`config.mk`:
```
export PLATFORM = sky130hd
export DESIGN_NAME = tsl_bank
export DESIGN_NICKNAME = d
export VERILOG_FILES = /design/src/rtl/tsl_pkg.sv /design/src/rtl/tsl_slot.sv /design/src/rtl/tsl_pick.sv /design/src/rtl/tsl_bank.sv
export SDC_FILE = /design/constraint.sdc
export NUM_CORES = 1
export LEC_CHECK = 0
export CAP_MARGIN = 0
export CORE_MARGIN = 2
export CORE_UTILIZATION = 64
export DETAILED_ROUTE_END_ITERATION = 10
export DONT_BUFFER_PORTS = 1
export MAX_ROUTING_LAYER = met4
export PLACE_DENSITY = 0.77
export SYNTH_ARGS = -nofsm -noshare
export SYNTH_HDL_FRONTEND = slang
export SYNTH_SLANG_ARGS = --single-unit
```
`constraint.sdc`:
```
create_clock -name clk -period 2.55 [get_ports clk]
set_clock_uncertainty 0.05 [all_clocks]
set_input_delay 0.765 -clock clk [delete_from_list [all_inputs] [get_ports clk]]
set_output_delay 0.765 -clock clk [all_outputs]
set_load 0.02 [all_outputs]
```
`src/rtl/tsl_pkg.sv`:
```
package tsl_pkg;
  // read select codes; receive slot k uses RX_BASE+2k (low) and RX_BASE+2k+1 (high)
  localparam int SEL_STATUS  = 0;
  localparam int SEL_TX_LO   = 2;
  localparam int SEL_TX_HI   = 3;
  localparam int SEL_RX_BASE = 8;
endpackage

```
`src/rtl/tsl_slot.sv`:
```
// One holding register with a held flag; release is applied before capture.
module tsl_slot #(
  parameter int TS_W = 64
) (
  input  logic            clk,
  input  logic            rst_n,
  input  logic            cap_i,
  input  logic            rel_i,
  input  logic            clr_i,
  input  logic [TS_W-1:0] time_i,
  output logic            full_o,
  output logic [TS_W-1:0] val_o
);
  logic full_q, full_d;
  logic load;
  logic [TS_W-1:0] val_q;

  always_comb begin
    load   = cap_i && !clr_i;
    full_d = full_q;
    if (clr_i)      full_d = 1'b0;
    else if (cap_i) full_d = 1'b1;
    else if (rel_i) full_d = 1'b0;
  end

  always_ff @(posedge clk or negedge rst_n) begin
    if (!rst_n) full_q <= 1'b0;
    else        full_q <= full_d;
  end

  always_ff @(posedge clk or negedge rst_n) begin
    if (!rst_n)    val_q <= '0;
    else if (load) val_q <= time_i;
  end

  assign full_o = full_q;
  assign val_o  = val_q;
endmodule

```
`src/rtl/tsl_pick.sv`:
```
// Lowest-index free slot finder.
module tsl_pick #(
  parameter int N     = 4,
  parameter int IDX_W = (N > 1) ? $clog2(N) : 1
) (
  input  logic [N-1:0]     free_i,
  output logic [IDX_W-1:0] idx_o,
  output logic             any_o
);
  always_comb begin
    idx_o = '0;
    any_o = 1'b0;
    for (int k = N - 1; k >= 0; k--) begin
      if (free_i[k]) begin
        idx_o = IDX_W'(k);
        any_o = 1'b1;
      end
    end
  end
endmodule

```
`src/rtl/tsl_bank.sv`:
```
module tsl_bank
  import tsl_pkg::*;
#(
  parameter  int TS_W   = 64,
  parameter  int N_RX   = 4,
  localparam int WORD_W = TS_W / 2,
  localparam int IDX_W  = (N_RX > 1) ? $clog2(N_RX) : 1,
  localparam int SEL_W  = $clog2(SEL_RX_BASE + 2 * N_RX)
) (
  input  logic              clk,
  input  logic              rst_n,
  input  logic [TS_W-1:0]   time_ns_i,
  input  logic              rx_cap_i,
  output logic              rx_ok_o,
  output logic [IDX_W-1:0]  rx_slot_o,
  input  logic              tx_cap_i,
  input  logic              tx_irq_en_i,
  input  logic              clear_i,
  input  logic              rd_en_i,
  input  logic [SEL_W-1:0]  rd_sel_i,
  output logic [WORD_W-1:0] rd_data_o,
  output logic              irq_o
);
  logic [N_RX-1:0]  rx_full, rx_rel, rx_free, rx_cap_vec;
  logic [TS_W-1:0]  rx_val [N_RX];
  logic [IDX_W-1:0] pick_idx;
  logic             pick_any, rx_take;
  logic             tx_full, tx_rel, tx_take;
  logic [TS_W-1:0]  tx_val;
  logic             ovf_q, ovf_d, irq_q, irq_d;
  logic [WORD_W-1:0] rd_q, rd_d;

  // upper-word reads release, applied before any capture in the same cycle
  assign tx_rel  = rd_en_i && (rd_sel_i == SEL_W'(SEL_TX_HI));
  assign rx_free = ~rx_full | rx_rel;

  tsl_pick #(.N(N_RX), .IDX_W(IDX_W)) u_pick (
    .free_i (rx_free),
    .idx_o  (pick_idx),
    .any_o  (pick_any)
  );

  assign rx_take   = rx_cap_i && pick_any && !clear_i;
  assign tx_take   = tx_cap_i && (!tx_full || tx_rel) && !clear_i;
  assign rx_ok_o   = rx_take;
  assign rx_slot_o = pick_idx;

  for (genvar k = 0; k < N_RX; k++) begin : g_rx
    assign rx_rel[k]     = rd_en_i && (rd_sel_i == SEL_W'(SEL_RX_BASE + 2 * k + 1));
    assign rx_cap_vec[k] = rx_take && (pick_idx == IDX_W'(k));
    tsl_slot #(.TS_W(TS_W)) u_slot (
      .clk    (clk),
      .rst_n  (rst_n),
      .cap_i  (rx_cap_vec[k]),
      .rel_i  (rx_rel[k]),
      .clr_i  (clear_i),
      .time_i (time_ns_i),
      .full_o (rx_full[k]),
      .val_o  (rx_val[k])
    );
  end

  tsl_slot #(.TS_W(TS_W)) u_tx (
    .clk    (clk),
    .rst_n  (rst_n),
    .cap_i  (tx_take),
    .rel_i  (tx_rel),
    .clr_i  (clear_i),
    .time_i (time_ns_i),
    .full_o (tx_full),
    .val_o  (tx_val)
  );

  // sticky overflow and interrupt pending
  always_comb begin
    ovf_d = ovf_q;
    irq_d = irq_q;
    if (clear_i) begin
      ovf_d = 1'b0;
      irq_d = 1'b0;
    end else begin
      if (rx_cap_i && !pick_any)  ovf_d = 1'b1;
      if (tx_take && tx_irq_en_i) irq_d = 1'b1;
      else if (tx_rel)            irq_d = 1'b0;
    end
  end

  always_ff @(posedge clk or negedge rst_n) begin
    if (!rst_n) begin
      ovf_q <= 1'b0;
      irq_q <= 1'b0;
    end else begin
      ovf_q <= ovf_d;
      irq_q <= irq_d;
    end
  end

  // read mux
  always_comb begin
    rd_d = '0;
    if (rd_sel_i == SEL_W'(SEL_STATUS))
      rd_d = WORD_W'({irq_q, ovf_q, tx_full, rx_full});
    else if (rd_sel_i == SEL_W'(SEL_TX_LO))
      rd_d = tx_val[WORD_W-1:0];
    else if (rd_sel_i == SEL_W'(SEL_TX_HI))
      rd_d = tx_val[TS_W-1:WORD_W];
    for (int k = 0; k < N_RX; k++) begin
      if (rd_sel_i == SEL_W'(SEL_RX_BASE + 2 * k))
        rd_d = rx_val[k][WORD_W-1:0];
      if (rd_sel_i == SEL_W'(SEL_RX_BASE + 2 * k + 1))
        rd_d = rx_val[k][TS_W-1:WORD_W];
    end
  end

  always_ff @(posedge clk or negedge rst_n) begin
    if (!rst_n)       rd_q <= '0;
    else if (rd_en_i) rd_q <= rd_d;
  end

  assign rd_data_o = rd_q;
  assign irq_o     = irq_q;
endmodule

```
## Word-level counts from Yosys, hierarchy flattened

Cells that the tools add are included.

- Register bits: 359
- Logic and storage cells: 99

- Equal/unequal tests: 13
- Multiplexer cells: 38
- Bitwise gates (word level): 2
- Reduce and logical (&&, ||, !) cells: 33

Operator list:

| cell | count |
|---|---|
| 32-bit two-way mux | 11 |
| 4-bit == test, second input constant | 8 |
| 1-bit two-way mux | 23 |
| 1-bit logical AND | 20 |
| 3-bit nonzero test | 6 |
| 4-bit by 2-bit == test with 1-bit output, second input constant | 2 |
| 2-bit two-way mux | 4 |
| 2-bit == test, second input constant | 2 |
| 4-bit logical NOT | 1 |
| 4-bit inverter | 1 |
| 4-bit OR | 1 |
| 1-bit logical NOT | 3 |
| 2-bit by 1-bit == test with 1-bit output, second input constant | 1 |
| 2-bit logical NOT | 1 |
| 2-bit nonzero test | 1 |
| 1-bit logical OR | 1 |

## Longest topological paths before layout

Gate-level depths: netlist of the first run.

- Depth after elaboration: 12
- Depth in mapped cells: 8
- Gate-level depth less buffers: 5

## Modules after synthesis

From an unflattened synthesis of the first run, not the netlist that was laid out.

- Cells, all modules: 1352
- Area, all modules: 18197.5 um2

By module, submodules not included:

| module | instances | cells each | area each (um2) |
|---|---|---|---|
| tsl_slot | 5 | 140 | 2741.4 |
| tsl_bank | 1 | 645 | 4455.5 |
| tsl_pick | 1 | 7 | 35.0 |

## Least setup slack after synthesis of the first run

OpenSTA, ideal clock, no wires.

- Path kind: input port to output port
- Start point: in rd_sel_i[1]
- End point: out rx_ok_o
- Arrival time: 1.827 ns
- Required time: 1.735 ns
- Setup slack: -0.092 ns
- Cell stages on the path: 5
- Path through: buf_2 > nand2b_4 > o31ai_4 > nor2_1 > a21oi_1

- Cells in the longest elaborated chain, start to end: 9
- Elaborated cells between the ends (all ways): 15
- Those cells by class: eq/ne (4); mux (4); bitwise (1); reduce/logical (6)

Ends and longest elaborated chain:

| item | RTL line | text |
|---|---|---|
| start, declared | tsl_bank.sv:20 | `input logic [SEL_W-1:0] rd_sel_i,` |
| 4-bit == test | tsl_bank.sv:49 | `assign rx_rel[k] = rd_en_i && (rd_sel_i == SEL_W'(SEL_RX_BASE + 2 * k + 1));` |
| 1-bit logical AND | tsl_bank.sv:49 |  |
| 4-bit OR * | tsl_bank.sv:35 | `assign rx_free = ~rx_full \| rx_rel;` |
| 1-bit two-way mux (3 in series) | tsl_pick.sv:14 | `if (free_i[k]) begin` |
| 1-bit two-way mux * | tsl_pick.sv:14 |  |
| 1-bit logical AND * (2 in series) | tsl_bank.sv:43 | `assign rx_take = rx_cap_i && pick_any && !clear_i;` |
| end, declared | tsl_bank.sv:14 | `output logic rx_ok_o,` |

Mark *: on every way between the ends. The rest lies on a longest branch, timed or not.

## Worst setup path after layout of the first run

- Start point: in rd_sel_i[1]
- End point: out rx_slot_o[0]

- Cells in the longest elaborated chain, start to end: 7
- Elaborated cells between the ends (all ways): 13
- Those cells by class: eq/ne (4); mux (4); bitwise (1); reduce/logical (4)

Ends and longest elaborated chain:

| item | RTL line | text |
|---|---|---|
| 4-bit == test | tsl_bank.sv:49 |  |
| 1-bit logical AND | tsl_bank.sv:49 |  |
| 4-bit OR * | tsl_bank.sv:35 |  |
| 2-bit two-way mux (3 in series) | tsl_pick.sv:14 |  |
| 2-bit two-way mux * | tsl_pick.sv:14 |  |
| end, declared | tsl_bank.sv:15 | `output logic [IDX_W-1:0] rx_slot_o,` |

Marks and branches as above.

==> run summary, run 1 <==
The run finished, with violations left. The checks that failed: negative hold slack. STA classifies the critical path endpoint as an output port. After synthesis, the share of flip-flops with an asynchronous set or reset is 100%. For this design the static power due to leakage is between 8 and 9 nW. The number of rows in the core area is 59. For the final routed database, the setup TNS stands at 0 ps. For the worst setup path, the data required time is 1740 ps.

Summing over every cut layer, the via total after detailed routing is around 11000. The count of antenna diodes in the layout is 0. The relative slew slack came out at 50.3%.

The mean instance size in the synthesized netlist is 12.4 um^2. sky130_fd_sc_hd__dfrtp_1 is the most common cell in the netlist. The portion of the clock cycle consumed by the worst path in the final layout came out at slightly below 100%. The portion of synthesized cell area occupied by the leading cell type came out at a little over half. Counting every net in the synthesized netlist gives 1427.

For this run, the total global-route usage over all layers was measured as between 30% and 40%. In this run the number of H-tree levels came out at 2. Port buffering added 0 buffers. The worst hold margin is -92.8 ps.

At the end of routability-driven placement, the weighted congestion stood at between 0.8 and 0.9. The power density over the cells is between 700 and 800 nW/um^2. For the worst setup path, the data arrival time is between 1500 and 2000 ps. The initial utilization of the core area, before any placement, comes to roughly two thirds.

Ranked by instance count, the synthesized netlist is headed by sky130_fd_sc_hd__dfrtp_1 (359), sky130_fd_sc_hd__mux2_2 (213), sky130_fd_sc_hd__a21oi_1 (78). The initial antenna violation count is 0. The number of buffers between clock root and the deepest sink is 3.

The detail-routed net length per standard cell is 25.1 um. The pin slew with the least headroom to its limit came out at about 750 ps. The worst min-delay path category is primary input to asynchronous set/reset pin.

The HPWL after detailed placement is roughly 24 mm. The floorplan step set the die width to 166 um. The filler cell count in the final layout is ~1700. The CTS tree is built. The post-layout net count came out at between 1000 and 1500. The wire length of the first global-routing pass came out at about 68 mm.

The via count normalized by instance count is 6.81. The number of max-capacitance violations reported came out at 0. The vertical die dimension came out at 166 um. The setup fix buffers added after clock tree synthesis came out at 0. By area the synthesized netlist is led by sky130_fd_sc_hd__dfrtp_1 (53%), sky130_fd_sc_hd__mux2_2 (14%), sky130_fd_sc_hd__mux2_4 (4.4%). The clock buffer count from CTS is 38.

The distinct cell type count after synthesis came out at between 50 and 60. Of the synthesized area, sequential elements account for between 50% and 60%. The multi-input logic area came out at roughly 7200 um^2. Across the VDD grid, the largest voltage drop is about 1 mV. The area added between synthesis and finish came out at 9.50%. The clock drives between 300 and 400 sinks. The register cell area after layout is ~9000 um^2.

The post-route minimum period came out at around 2500 ps. The via count of the first global-routing pass came out at about 12000. The later pin in the worst-skew pair is clocked with a latency of approximately 530 ps. The floorplan step defined a die boundary enclosing around 28000 um^2. In the routed design, unresolved DRC markers number 0.

The cell sitting at the root of the clock tree is a sky130_fd_sc_hd__clkbuf_16. The number of top-level design ports is about 110. The number of standard cells after synthesis is between 1000 and 1500. Setup repair after global routing left no endpoint under its margin. The total of warnings raised by yosys came out at 0. The critical path is of the primary input to output port type.

The number of antenna-violating nets in the routed design came out at 0. The fmax is 0.400 GHz. The count of TritonRoute iterations in the first routing pass is 7. The dominant cell type by area after synthesis is sky130_fd_sc_hd__dfrtp_1. The largest driver fanout on the critical path is 56. The final number of hold-violating endpoints is around 180.

In the synthesized netlist the dominant register cell turns out to be sky130_fd_sc_hd__dfrtp_1. The routed design has about 42 mm of wire. The post-synthesis register bit count came out at between 300 and 400.

The worst setup path is launched from a primary input. The largest net degree at the start of global routing is 360. The number of flops mapped to enable cells by yosys is 0. The starting DRC count in detailed routing came out at between 900 and 1000. In the final layout, the share of cells above drive strength 1 is 28.4%. Setup violations remaining at the end of the flow were counted as 0.

After clock tree synthesis, the clock-pin slew on the worst setup and hold paths is roughly 50 ps. The cell area after technology mapping is between 15000 and 20000 um^2. The final global-route overflow total came out at 0.

The total core area is ~26000 um^2. The count of final max-slew check failures came out at 0.
[registers in the layout (all words and copies together), names as in the netlist]
signal and count:
u_tx.full_o 1, ovf_q 1, irq_o 1, g_rx.u_slot.full_o 4
u_tx.val_o 64, rd_data_o 32, g_rx.u_slot.val_o 256
[worst max-delay path, cell delays in order]
cell                       delay [ps]
sky130_fd_sc_hd__nand2b_4         150
sky130_fd_sc_hd__o31ai_4          320
sky130_fd_sc_hd__nand2b_1         210
sky130_fd_sc_hd__a21oi_2           70
sky130_fd_sc_hd__buf_4            170
[cells in the final DEF (no fill, tap or decap), types with 5 or more instances in the layout]
cell,Yosys,routed
sky130_fd_sc_hd__or3_1,24,24
sky130_fd_sc_hd__buf_4,9,29
sky130_fd_sc_hd__mux2_2,213,213
sky130_fd_sc_hd__nor3_1,57,57
sky130_fd_sc_hd__inv_1,8,7
sky130_fd_sc_hd__clkbuf_1,61,8
sky130_fd_sc_hd__nand2_1,13,12
sky130_fd_sc_hd__mux2_4,49,49
sky130_fd_sc_hd__nand2b_1,8,8
sky130_fd_sc_hd__buf_12,0,13
sky130_fd_sc_hd__clkbuf_8,0,5
sky130_fd_sc_hd__o21ai_0,68,68
sky130_fd_sc_hd__a21oi_1,78,76
sky130_fd_sc_hd__mux2_1,60,60
sky130_fd_sc_hd__o31ai_1,30,30
sky130_fd_sc_hd__a31oi_1,26,26
sky130_fd_sc_hd__dfrtp_1,359,359
sky130_fd_sc_hd__nor2_1,48,46
sky130_fd_sc_hd__o22ai_1,54,54
sky130_fd_sc_hd__a22oi_1,55,55
sky130_fd_sc_hd__clkbuf_16,0,41
sky130_fd_sc_hd__mux2i_1,29,29
sky130_fd_sc_hd__clkinv_2,0,8
[path summary, 6_finish.rpt]
path	from	to	slack [ps]	cells past startpoint
max	rd_sel_i[1]	rx_slot_o[0]	50	5
min reg2reg	g_rx[1].u_slot.val_o[60]	g_rx[1].u_slot.val_o[60]	430	1
min	rst_n	rd_data_o[10]	-90	0
max in group asynchronous	rst_n	g_rx[2].u_slot.val_o[57]	1960	0
min in group clk	clear_i	g_rx[0].u_slot.full_o	240	1
max reg2reg	g_rx[0].u_slot.full_o	g_rx[2].u_slot.val_o[63]	770	4
[report_power, final]
group | switching, mW | total (mW) | internal, mW
registers | 0.629 | 7.27 | 6.64
clock network | 2.24 | 5.51 | 3.27
logic | 0.737 | 1.73 | 0.994
total | 3.60 | 14.5 | 10.9
[metal layers]
metal | vias to the layer above | global-route usage [%] | part of all wire, %
li1 | 4969 | - | -
met1 | 5914 | 45.0 | 43
met2 | 482 | 48.6 | 47
met3 | 92 | 5.36 | 7.6
met4 | 0 | 9.15 | 2.3
met5 | - | - | 0
[kinds of logic (layout without fill, tap and decap cells)]
kind of cell / count (synthesis) / in the layout / synth area share [%]
simple gates: 171 / 171 / 5.22
compound gates: 348 / 348 / 13.1
buf+inv: 123 / 118 / 3.76
mux: 351 / 351 / 24.4
flops: 359 / 359 / 53.5
[timing repair]
item / 4_1_cts / 5_1_grt
hold endpoints to repair: 359 / 359
setup endpoints to repair: 0 / 1
gates resized for setup: 0 / 1
[cell type report]
class / instances / area share [%]
Sequential cell: 359 / 48.9
Multi-Input combinational cell: 870 / 39.3
Clock buffer: 54 / 6.12
Tap cell: 335 / 2.28
Inverter: 10 / 0.204
Clock inverter: 12 / 0.633
Timing Repair Buffer: 42 / 2.60
[per-stage QoR]
stage / power, mW / util [%] / instance area (um^2) / cells / setup slack [ps]
5_1_grt: 15.1 / 71.0 / 18400 / 1682 / 2.37
6_report: 14.5 / 71.0 / 18400 / 1682 / 49.5
4_1_cts: 14.6 / 71.0 / 18400 / 1682 / 33.4
3_3_place_gp: 8.95 / 66.2 / 17100 / 1616 / 71.4
3_5_place_dp: 9.07 / 66.2 / 17100 / 1616 / 32.4
2_1_floorplan: 8.63 / - / 16800 / 1352 / 4.74
No activity file was read; power rests on OpenSTA's default activity.
==> run 2: changes to the inputs <==
CORE_UTILIZATION = 58   (was 64)
PLACE_DENSITY = 0.73   (was 0.77)
clock period = 2.3 ns   (was 2.55 ns; I/O delays follow)
==> run 2 against run 1 <==
Critical path type unchanged. Combinational power is 13% higher. Global-route usage is 2.7 points lower. Hold slack worse by 72 ps. First-iteration DRC count is 7.8% lower. Clock-buffer cell count is 2 higher. Setup slack worse by 49 ps. Critical path depth is 1 lower. Largest power group unchanged. Final area is 0.93% higher. The flow still finishes with violations (negative hold slack). Core utilization is 6.1 points lower. Routed wire length hardly changed. Via count is 0.17% higher.
==> run summary, run 2 (synthesis results as in run 1) <==
The flow ran to the end, but the final reports show violations. The checks that failed: negative hold slack. At the end of routability-driven placement, the weighted congestion stood at around 0.83. The initial utilization of the core area, before any placement, comes to around 60%.

The clock insertion delay at the later pin of the skew report came out at 520 ps. For the finished layout, the period the worst path requires is ~2300 ps. The most common cell after layout, fill and taps aside is sky130_fd_sc_hd__dfrtp_1. The arrival time at the worst endpoint is approximately 1600 ps.

The total half-perimeter wirelength after legalization and detailed placement came out at roughly 25 mm. The ratio of cells with drive above 1 in the final layout came out at between 20% and 30%. The detail-routed net length per standard cell came out at roughly 24 um. The power density over the cells came out at between 800 and 900 nW/um^2. The clock sink total came out at around 360.

The number of rows in the core area came out at 62. The worst setup path is of the primary input to output port kind. The final number of hold-violating endpoints came out at roughly 360.

Registers take 8980 um^2. The clock transition time at the flip-flop clock pins of the worst setup and hold paths came out at about 60 ps. The total instance count after detailed placement came out at about 1700. The number of buffers inserted by port buffering came out at 0. The cell chosen for the clock root is sky130_fd_sc_hd__clkbuf_16.

The total of endpoints with negative setup slack in the final report is 0. The count of TritonRoute iterations in the first routing pass is 5. From synthesis to final layout, the design area changed by 10.5%. The via count of the first global-routing pass is approximately 12000.

The post-layout net count came out at between 1000 and 1500. The largest driver fanout on the critical path is roughly 120. STA puts the critical path data required time at 1560 ps. The number of antenna diodes in the final layout is 0. The count of nets left with antenna violations once routing finished came out at 0. Setup repair after global routing could not meet its margin everywhere.

The count of unresolved DRC violations after routing is 0. The initial antenna violation count is 0. The clock buffer count from CTS is 38. TritonCTS built the clock tree.

The multi-input combinational cells in the finished layout cover a total of 7250 um^2. The total wirelength of the detailed-routed design is 42.1 mm. The starting DRC count in detailed routing came out at slightly below 900. After layout, the worst path uses between 90 and 100% of the clock period. The endpoint type of the worst setup path is an output port. The all-layer global routing usage is ~30%.

The number of buffers between clock root and the deepest sink is 3. After the flow finishes, the layout carries non-filler instances totaling approximately 1700. The via count is 11477. The largest net degree at the start of global routing came out at 360. The analysis attributes to cell leakage a power of 8.23 nW. STA classifies the critical path startpoint as a primary input. Summed over all failing endpoints, the final setup total negative slack is 0 ps. In this run the vertical extent of the chip is about 170 um. The register with the most flip-flops in the layout has 256 of them. The worst hold margin is -165 ps. The wire length of the first global-routing pass came out at roughly 68 mm. The path class of the tightest hold or removal check is primary input to asynchronous set/reset pin. For the pin with the worst max-slew slack, the measured transition is 619 ps. The relative slew slack is between 50% and 60%. The peak ir drop on the vdd network is about 0.54 mV.

Dividing the detail-routed via count by the number of cells gives between 6 and 7. Derived from the worst setup path, the maximum achievable clock frequency is around 0.43 GHz. The count of final max-slew check failures came out at 0. Leaving out fill and tap cells, the most frequent cells in the layout are sky130_fd_sc_hd__dfrtp_1 (359), sky130_fd_sc_hd__mux2_2 (213), sky130_fd_sc_hd__a21oi_1 (76).

The die is 174 um wide. The number of max-capacitance violations reported came out at 0. The final global-route overflow total came out at 0.

The die area is 30300 um^2. The number of top-level design ports came out at roughly 110. After filler insertion, the fill cell instance count of the layout stands at 2100. The total core area is 28600 um^2.

The number of H-tree branching levels is 2.
-- run 2: changes by cell type in the layout (fill, tap and decap cells not counted), moves of 2 or more --
cell / previous run / this run
sky130_fd_sc_hd__clkbuf_16: 41 / 39
sky130_fd_sc_hd__clkinv_2: 8 / 4
sky130_fd_sc_hd__nand2b_1: 8 / 6
sky130_fd_sc_hd__buf_12: 13 / 17
sky130_fd_sc_hd__nand2b_4: 1 / 3
sky130_fd_sc_hd__buf_4: 29 / 31
sky130_fd_sc_hd__clkbuf_8: 5 / 9
-- run 2: area by class of cell --
cell class,instances,area share (%)
inverters,10,0.202
repair buffers,49,3.15
clock buffers,56,6.09
multi-input cells,870,39.1
well taps,384,2.59
flip-flops and latches,359,48.4
clock inverters,7,0.479
-- run 2: what timing repair did --
item | in CTS | in global routing
endpoints found under the hold margin | 359 | 359
gates resized for setup | 2 | 3
endpoints found under the setup margin | 2 | 3
pin swaps | 1 | 0
buffers inserted | 1 | 0
-- run 2: path summary, 6_finish.rpt --
path	start	to	slack, ps	cells past startpoint
worst max-delay path	rd_sel_i[0]	rx_ok_o	0.2	4
worst min-delay path	rst_n	rd_data_o[9]	-160	0
worst max register to register	g_rx[0].u_slot.full_o	g_rx[1].u_slot.val_o[13]	460	5
worst min register to register	g_rx[1].u_slot.val_o[43]	g_rx[1].u_slot.val_o[43]	430	1
max in group asynchronous	rst_n	g_rx[1].u_slot.val_o[60]	1850	0
min in group clk	clear_i	u_tx.full_o	170	1
-- run 2: per-layer routing --
metal  vias to the layer above  share of wire, %  wire length, um  track usage (%)
met5                         -                 0                0                -
met4                         0               2.6             1100             9.10
met3                        92               7.9             3340             7.02
met2                       430                47            19700             44.7
met1                      5952                43            18000             39.0
li1                       5003                 -                -                -
-- run 2: worst max-delay path, stage by stage --
cell	delay [ps]
sky130_fd_sc_hd__nand2_1	170
sky130_fd_sc_hd__o211a_2	380
sky130_fd_sc_hd__a21oi_2	150
sky130_fd_sc_hd__buf_4	150
-- run 2: stage by stage --
stage	setup slack (ps)	util, %	hold WS (ps)	total power [mW]	cell area, um^2
after CTS	27.7	64.8	-180	16.1	18500
after detailed placement	-76.7	60.5	368	10.1	17300
after floorplan	-25.3	-	344	9.57	16800
after global placement	-49.1	60.5	358	9.93	17300
after global routing	-9.42	64.8	-184	16.7	18600
final	0.161	64.8	-165	16.0	18600
-- run 2: where the power goes --
part           total, mW  switching (mW)  internal, mW
Sequential          8.05           0.683          7.36
Clock               5.99            2.39          3.60
Combinational       1.95           0.825          1.12
